[src/rtl/otp_seq_pkg.sv]
package otp_seq_pkg;
    typedef enum logic [3:0] {
        PH_IDLE,
        PH_VCC_UP,
        PH_SIG_LO,
        PH_SIG_HI,
        PH_VPP_UP,
        PH_SETUP,
        PH_PULSE,
        PH_GAP,
        PH_VERIFY,
        PH_VPP_DN
    } phase_t;
endpackage

[src/rtl/otp_dwell_timer.sv]
module otp_dwell_timer #(
    parameter int TW = 8
) (
    input  logic          clk,
    input  logic          rst_n,
    input  logic          load,
    input  logic [TW-1:0] load_val,
    output logic          expired
);
    logic [TW-1:0] cnt_d, cnt_q;

    always_comb begin
        cnt_d = cnt_q;
        if (load)
            cnt_d = load_val;
        else if (cnt_q != '0)
            cnt_d = cnt_q - 1'b1;
    end

    always_ff @(posedge clk or negedge rst_n) begin
        if (!rst_n) cnt_q <= '0;
        else        cnt_q <= cnt_d;
    end

    assign expired = (cnt_q == '0);
endmodule

[src/rtl/otp_pin_ctrl.sv]
module otp_pin_ctrl
    import otp_seq_pkg::*;
#(
    parameter int AW = 15,
    parameter int DW = 8
) (
    input  phase_t         ph,
    input  logic [AW-1:0]  addr,
    input  logic [DW-1:0]  data,
    output logic [AW-1:0]  mem_addr,
    output logic [DW-1:0]  dq_out,
    output logic           dq_oe,
    output logic           ce_n,
    output logic           oe_n,
    output logic           vcc_en,
    output logic           vpp_en,
    output logic           a9_hv
);
    always_comb begin
        mem_addr = addr;
        dq_out   = data;
        dq_oe    = 1'b0;
        ce_n     = 1'b1;
        oe_n     = 1'b1;
        vcc_en   = (ph != PH_IDLE);
        vpp_en   = 1'b0;
        a9_hv    = 1'b0;
        unique case (ph)
            PH_SIG_LO, PH_SIG_HI: begin
                mem_addr = {{(AW-1){1'b0}}, (ph == PH_SIG_HI)};
                ce_n     = 1'b0;
                oe_n     = 1'b0;
                a9_hv    = 1'b1;
            end
            PH_VPP_UP, PH_GAP: vpp_en = 1'b1;
            PH_SETUP: begin
                vpp_en = 1'b1;
                dq_oe  = 1'b1;
            end
            PH_PULSE: begin
                vpp_en = 1'b1;
                dq_oe  = 1'b1;
                ce_n   = 1'b0;
            end
            PH_VERIFY: begin
                vpp_en = 1'b1;
                oe_n   = 1'b0;
            end
            default: ;
        endcase
    end
endmodule

[src/rtl/otp_prog_seq.sv]
module otp_prog_seq
    import otp_seq_pkg::*;
#(
    parameter int          CLK_MHZ    = 50,
    parameter int          PULSE_US   = 100,
    parameter int          ACCESS_NS  = 45,
    parameter int          SETTLE_CYC = 64,
    parameter int          AW         = 15,
    parameter int          DW         = 8,
    parameter logic [7:0]  MFR_ID     = 8'h20,
    parameter logic [7:0]  DEV_ID     = 8'h8D
) (
    input  logic          clk,
    input  logic          rst_n,
    input  logic          start,
    input  logic [AW-1:0] cmd_addr,
    input  logic [DW-1:0] cmd_data,
    output logic          busy,
    output logic          done,
    output logic          pass,
    output logic          fail,
    output logic          sig_err,
    output logic [AW-1:0] fail_addr,
    output logic [AW-1:0] mem_addr,
    output logic [DW-1:0] dq_out,
    input  logic [DW-1:0] dq_in,
    output logic          dq_oe,
    output logic          ce_n,
    output logic          oe_n,
    output logic          vcc_en,
    output logic          vpp_en,
    output logic          a9_hv
);
    localparam int PULSE_CYC = CLK_MHZ * PULSE_US;
    localparam int ACC_CYC   = (ACCESS_NS * CLK_MHZ + 999) / 1000 + 1;
    localparam int MAX_A     = (PULSE_CYC > SETTLE_CYC) ? PULSE_CYC : SETTLE_CYC;
    localparam int MAX_CYC   = (MAX_A > ACC_CYC) ? MAX_A : ACC_CYC;
    localparam int TW        = $clog2(MAX_CYC + 1);

    typedef struct packed {
        phase_t        ph;
        logic [AW-1:0] addr;
        logic [DW-1:0] data;
        logic [AW-1:0] fail_addr;
        logic          done;
        logic          pass;
        logic          fail;
        logic          sig_err;
    } st_t;

    st_t           st_d, st_q;
    logic          t_load, t_exp;
    logic [TW-1:0] t_val;

    otp_dwell_timer #(.TW(TW)) u_timer (
        .clk     (clk),
        .rst_n   (rst_n),
        .load    (t_load),
        .load_val(t_val),
        .expired (t_exp)
    );

    otp_pin_ctrl #(.AW(AW), .DW(DW)) u_pins (
        .ph      (st_q.ph),
        .addr    (st_q.addr),
        .data    (st_q.data),
        .mem_addr(mem_addr),
        .dq_out  (dq_out),
        .dq_oe   (dq_oe),
        .ce_n    (ce_n),
        .oe_n    (oe_n),
        .vcc_en  (vcc_en),
        .vpp_en  (vpp_en),
        .a9_hv   (a9_hv)
    );

    always_comb begin
        st_d      = st_q;
        st_d.done = 1'b0;
        t_load    = 1'b0;
        t_val     = '0;
        unique case (st_q.ph)
            PH_IDLE: if (start) begin
                st_d.ph      = PH_VCC_UP;
                st_d.addr    = cmd_addr;
                st_d.data    = cmd_data;
                st_d.pass    = 1'b0;
                st_d.fail    = 1'b0;
                st_d.sig_err = 1'b0;
                t_load       = 1'b1;
                t_val        = TW'(SETTLE_CYC - 1);
            end
            PH_VCC_UP: if (t_exp) begin
                st_d.ph = PH_SIG_LO;
                t_load  = 1'b1;
                t_val   = TW'(ACC_CYC - 1);
            end
            PH_SIG_LO, PH_SIG_HI: if (t_exp) begin
                t_load = 1'b1;
                if (dq_in[7:0] != ((st_q.ph == PH_SIG_LO) ? MFR_ID : DEV_ID)) begin
                    st_d.ph        = PH_VPP_DN;
                    st_d.fail      = 1'b1;
                    st_d.sig_err   = 1'b1;
                    st_d.fail_addr = st_q.addr;
                    t_val          = TW'(SETTLE_CYC - 1);
                end else if (st_q.ph == PH_SIG_LO) begin
                    st_d.ph = PH_SIG_HI;
                    t_val   = TW'(ACC_CYC - 1);
                end else begin
                    st_d.ph = PH_VPP_UP;
                    t_val   = TW'(SETTLE_CYC - 1);
                end
            end
            PH_VPP_UP: if (t_exp) begin
                st_d.ph = PH_SETUP;
                t_load  = 1'b1;
            end
            PH_SETUP: begin
                st_d.ph = PH_PULSE;
                t_load  = 1'b1;
                t_val   = TW'(PULSE_CYC - 1);
            end
            PH_PULSE: if (t_exp) begin
                st_d.ph = PH_GAP;
                t_load  = 1'b1;
            end
            PH_GAP: begin
                st_d.ph = PH_VERIFY;
                t_load  = 1'b1;
                t_val   = TW'(ACC_CYC - 1);
            end
            PH_VERIFY: if (t_exp) begin
                st_d.ph = PH_VPP_DN;
                t_load  = 1'b1;
                t_val   = TW'(SETTLE_CYC - 1);
                if (dq_in == st_q.data) begin
                    st_d.pass = 1'b1;
                end else begin
                    st_d.fail      = 1'b1;
                    st_d.fail_addr = st_q.addr;
                end
            end
            PH_VPP_DN: if (t_exp) begin
                st_d.ph   = PH_IDLE;
                st_d.done = 1'b1;
            end
            default: st_d.ph = PH_IDLE;
        endcase
    end

    always_ff @(posedge clk or negedge rst_n) begin
        if (!rst_n) st_q <= '{ph: PH_IDLE, default: '0};
        else        st_q <= st_d;
    end

    assign busy      = (st_q.ph != PH_IDLE);
    assign done      = st_q.done;
    assign pass      = st_q.pass;
    assign fail      = st_q.fail;
    assign sig_err   = st_q.sig_err;
    assign fail_addr = st_q.fail_addr;
endmodule

[config.mk]
export PLATFORM = sky130hd
export DESIGN_NAME = otp_prog_seq
export DESIGN_NICKNAME = d
export VERILOG_FILES = /design/src/rtl/otp_seq_pkg.sv /design/src/rtl/otp_dwell_timer.sv /design/src/rtl/otp_pin_ctrl.sv /design/src/rtl/otp_prog_seq.sv
export SDC_FILE = /design/constraint.sdc
export NUM_CORES = 1
export LEC_CHECK = 0
export ABC_AREA = 1
export CORE_UTILIZATION = 34
export DETAILED_ROUTE_END_ITERATION = 12
export SYNTH_ARGS = -nofsm -noshare
export SYNTH_HDL_FRONTEND = slang
export SYNTH_HIERARCHICAL = 1
export SYNTH_SLANG_ARGS = --single-unit
[constraint.sdc]
create_clock -name clk -period 2.8 [get_ports clk]
set_input_delay 0.7 -clock clk [delete_from_list [all_inputs] [get_ports clk]]
set_output_delay 0.7 -clock clk [all_outputs]
set_load 0.05 [all_outputs]
Word level (Yosys, flattened, before mapping)
Index checks and enable logic that the tools add are counted.

Output and inout bits: 49. Register bits after elaboration: 59. Word-level logic and storage cells: 97.

$add $sub $neg: 1. Eq/ne operators: 21. Multiplexer cells: 44. Reduce and logical (&&, ||, !) cells: 22.

Operators by type and width (count): $pmux 13 s6 (1); $mux 15 (5); $mux 13 (4); $pmux 4 s9 (1); $pmux 15 s2 (1); $mux 4 (7); $mux 27 (1); $ne 2x2->1 const B (10); $mux 6 (3); $eq 4x3->1 const B (4); $logic_not 13->1 (1); $reduce_bool 13->1 (1); $sub 13x1->13 const B (1); $mux 1 (10); $eq 4x2->1 const B (2); $eq 4x4->1 const B (2); $eq 8x8->1 (1); $mux 2 (4); $mux 8 (1); $ne 8x8->1 (1); $reduce_and 4->1 (2); $reduce_bool 2->1 (4); $reduce_and 7->1 (1); $mux 3 (2); other kinds (13) (18).

Longest topological paths before layout
Depth in word-level cells: 7. Depth in mapped cells: 18. Gate-level depth less buffers: 17.

By module
Netlist, hierarchy kept.

Modules (own cells, without submodules): otp_prog_seq (cells each 317, instances 1, area each 2412.3 µm²); otp_dwell_timer (cells each 135, instances 1, area each 910.9 µm²); otp_pin_ctrl (cells each 60, instances 1, area each 277.8 µm²).

Least setup slack after synthesis
OpenSTA, ideal clock, no wires.

Path type: register to register. Start point: register u_timer.cnt_q[0]. End point: register u_timer.cnt_q[0]. Path buffers: 1. Setup slack: 0.319 ns. Period minus slack after synthesis: 2.481 ns. Cell stages (with the launch flop): 17. Data required time: 2.683 ns. Data arrival time: 2.364 ns. Path through: dfrtp_1 -> inv_1 -> ha_1 -> nand3_1 -> nor2_1 -> nand3_1 -> inv_1 -> inv_1 -> nand2_1 -> nand2_1 -> nor2_1 -> inv_1 -> a21oi_1 -> clkbuf_1 -> o21ai_0 -> nand2_1 -> nand2_1.

Cells in the longest elaborated chain, start to end: 4.

Ends and longest elaborated chain: from (decl) (RTL line otp_dwell_timer.sv:10) `logic [TW-1:0] cnt_d, cnt_q;`; from (signal assigned) (RTL line otp_dwell_timer.sv:22) `else cnt_q <= cnt_d;`; $logic_not 13->1 (*) (RTL line otp_dwell_timer.sv:25) `assign expired = (cnt_q == '0);`; named net t_exp (RTL line otp_prog_seq.sv:52) `logic t_load, t_exp;`; $mux 1 (*); $pmux 1 s3 (*) (RTL line otp_prog_seq.sv:82) `unique case (st_q.ph)`; named net t_load (RTL line otp_prog_seq.sv:52); $mux 13 or $reduce_bool 2->1 (tied branches).

Mark *: on every way through the listed nets, which the timed path passes. The rest lies on a longest branch. The select of a mux whose other input is x is not followed. A chain may end at the register's enable or synchronous reset.

Worst setup path in the final report
Start point: register st_q[44] (netlist name). End point: output port vcc_en.

Cells in the longest elaborated chain, start to end: 1.

Ends and longest elaborated chain: from (decl) (RTL line otp_prog_seq.sv:51) `st_t st_d, st_q;`; from (signal assigned) (RTL line otp_prog_seq.sv:153) `else st_q <= st_d;`; $reduce_bool 4->1 (RTL line otp_pin_ctrl.sv:25) `vcc_en = (ph != PH_IDLE);`; to (decl) (RTL line otp_prog_seq.sv:30) `output logic vcc_en,`.

Every way passes these cells.

==> results.toml <==
[power]
power_w = 0.00611
seq_power_share_pct = 25.6
p_comb_share_pct = 61.4
p_clk_share_pct = 13.0
leakagePower_nw = 2.35
worst_ir_drop_vdd_v = 0.000545
p_switching_w = 0.00332
power.density_nw_per_um2 = 1330
intPower_w = 0.00279
switching_share_pct = 54.3

[finish]
drive_gt1_share_pct = 11.4
seq_area_um2 = 1480
syn2layout_area_growth_pct = 27.7
fin_util_pct = 44.8
nFillCells = 1123
fin_nets = 617
multi_input_area_um2 = 1690
fin_cells = 722
n_antenna_cell = 0

[routing]
drtAntennaViolNets = 0
viasPerCell = 4.56
drc_errors = 0
dr.pass1.iters = 6
vias = 3291
drt-initial-drc-count = 294
routed_wl_mm = 8.99
routedWlPerCell_um = 12.5

[setup_path]
critPathBufInv = 1
r2r_end = "u_timer/cnt_q[8]"
crit_family = "buffers and inverters"
cp_max_fo = 7
path_cells = "nor2_1 > nand3_1 > clkdlybuf4s50_1"
slowest_delay_ns = 0.81
reg2regPathDepth = 16
r2r_start = "u_timer/cnt_q[0]"
rrSetupSlack_ns = 0.36
critPathCaptureType = "primary output"
worst-setup-path-type = "reg -> out"
critical_path_required_ns = 2.10
worst_setup_path_start_kind = "flip-flop"
worstPathArrival_ns = 1.92
cp_slowest_cell = "clkdlybuf4s50_1"

[cts]
cts_buffers = 9
clk-insertion-delay-late_ns = 0.33
clkSinkCount = 59
cts_root_buffer = "clkbuf_8"
htreeDepth = 3
clk_pin_slew_worst_paths_ns = 0.08
cts_buffer_depth = 2
cts_tree = "done"
cts_hold_buf = 0

[timing]
rsz0062_at_grt = "no"
setup-tns-final_ns = 0
fin_crit_ns = 2.62
maxSlewViolCount = 0
relSlewSlack_pct = 62.7
hold_viol = 0
worst_slack_ns = 0.177
finalSetupViolations = 0
skew_ns = 0.00879
tightest_slew_ns = 0.560
fin_crit_sh_pct = 93.7
max_freq_mhz = 381

[die]
initial_core_util_pct = 35.0
placement_rows = 37
ios = 83
dieHeight_um = 105
die_w_um = 105
die_area_um2 = 11000
core_area_um2 = 10300

[synth]
synthCells = 512
synth.distinct_cells = 31
ys.warnings.count = 6
synth-seq-cells = 59
synth_area_um2 = 3600
synth.avg_cell_area_um2 = 7.03
yosysSeqAreaShare_pct = 41.0

[place]
place_congestion = 0.894
port_buffers = 82
pre_cts_slack_ns = 0.244
place_inst = 706
dp_hpwl_mm = 6.85

[status]
status = "complete, no violations"

[global_route]
grt_max_degree = 39
grt_use_total_pct = 17.4
grt_pass1_vias = 3242
grt_pass1_wl_mm = 15.1
grt_overflow_total = 0
antenna_found_initial = 0

[hold_path]
hold_class = "in -> async"

[run]
cap_violations = 0
[power by group through the flow]
stage,clock [W],combinational [W],sequential (W)
after floorplan,0,0.00291,0.00155
after global placement,0,0.00381,0.00157
after detailed placement,0,0.00384,0.00158
after CTS,0.000819,0.00377,0.00156
after global routing,0.000857,0.00409,0.00162
final,0.000796,0.00375,0.00156
[synthesized netlist by cell type (all sizes together)]
cell type	number	share of area, %
a21oi	4	0.87
a31oi	2	0.35
and2	1	0.17
buf	31	6.4
clkbuf	3	0.31
conb	1	0.10
dfrtp	59	41
ha	2	0.69
inv	55	5.7
nand2	208	23
nand3	38	5.6
nand3b	5	1.0
nand4	3	0.52
nor2	63	8.5
nor3	4	0.69
nor3b	1	0.21
o211ai	1	0.21
o21ai	25	3.6
or2	1	0.17
xor2	5	1.2
[timing repair]
item                                    4_1_cts  5_1_grt
gates cloned                                  0        0
endpoints found under the setup margin       14        1
gates resized for setup                      14        1
buffers inserted                              0        0
[registers in the layout, summed over array words and instances, names as in the netlist]
register	cells
st_q	27
fail_addr	15
u_timer/cnt_q	13
done	1
fail	1
pass	1
sig_err	1
[worst register-to-register path: stages (launching register included)]
cell     delay, ns
dfrtp_1       0.40
inv_1         0.14
ha_1          0.19
nand3_1       0.08
nor2_1        0.10
nand3_1       0.10
inv_1         0.10
inv_1         0.06
nand2_1       0.08
nand2_1       0.07
nor2_1        0.17
inv_1         0.08
a21oi_1       0.16
inv_1         0.18
or2_2         0.31
nand2_1       0.06
nor2_1        0.04
[how the worst max path moves through the flow]
stage | cells past startpoint | end | slack, ns | start
floorplan | 16 | u_timer/cnt_q[0] | 0.32 | u_timer/cnt_q[0]
global placement | 5 | mem_addr[5] | 0.24 | st_q[45]
detailed placement | 5 | mem_addr[5] | 0.24 | st_q[45]
CTS | 4 | busy | 0.04 | st_q[43]
global route | 16 | u_timer/cnt_q[8] | 0.03 | u_timer/cnt_q[0]
finish | 3 | vcc_en | 0.18 | st_q[44]
[cell type report]
cell class | instances | area share (%)
Multi-Input combinational cell | 366 | 36.7
Sequential cell | 59 | 32.1
Timing Repair Buffer | 90 | 18.7
Inverter | 55 | 4.49
Tap cell | 136 | 3.70
Clock buffer | 9 | 2.69
Clock inverter | 7 | 1.69
[logic make-up (layout without fill, tap and decap cells)]
| kind of cell | count (synthesis) | after routing | synth area share [%] |
|---|---|---|---|
| XOR/XNOR | 5 | 5 | 1.22 |
| buffers and inverters | 89 | 161 | 12.4 |
| other | 1 | 3 | 0.104 |
| AO/OA/AOI/OAI | 32 | 32 | 5.00 |
| adder cells (fa/ha/maj) | 2 | 2 | 0.695 |
| AND/OR/NAND/NOR | 324 | 324 | 39.5 |
| flip-flops | 59 | 59 | 41.0 |
[layer usage]
metal / vias up / GRT usage (%) / wire length (um)
li1: 1695 / - / -
met1: 1512 / 21.9 / 4190
met2: 78 / 29.5 / 4360
met3: 6 / 3.81 / 352
met4: 0 / 5.94 / 97
met5: - / 0 / 0
[stage by stage]
step	hold slack, ns	cell area, um^2
after floorplan	0.404	3610
after global placement	0.455	4410
after detailed placement	0.458	4410
after CTS	0.351	4600
after global routing	0.361	4600
final	0.351	4600
[layout by cell type (no fill, tap or decap), types with 3 or more instances in the layout]
cell type        instances
inv_2                    3
nor2_4                   6
inv_1                   52
nand2_2                  8
dfrtp_1                 59
a21oi_1                  3
nand4_1                  3
dlygate4sd2_1           14
buf_4                   13
o21ai_0                 24
nor2_2                  11
nor2_1                  46
clkinv_4                 3
conb_1                   3
xor2_1                   5
clkbuf_8                 9
nor3_1                   3
nand2_1                198
nand3b_1                 5
nand3_1                 36
clkdlybuf4s50_1         60
Power figures use the tool's default switching activity.
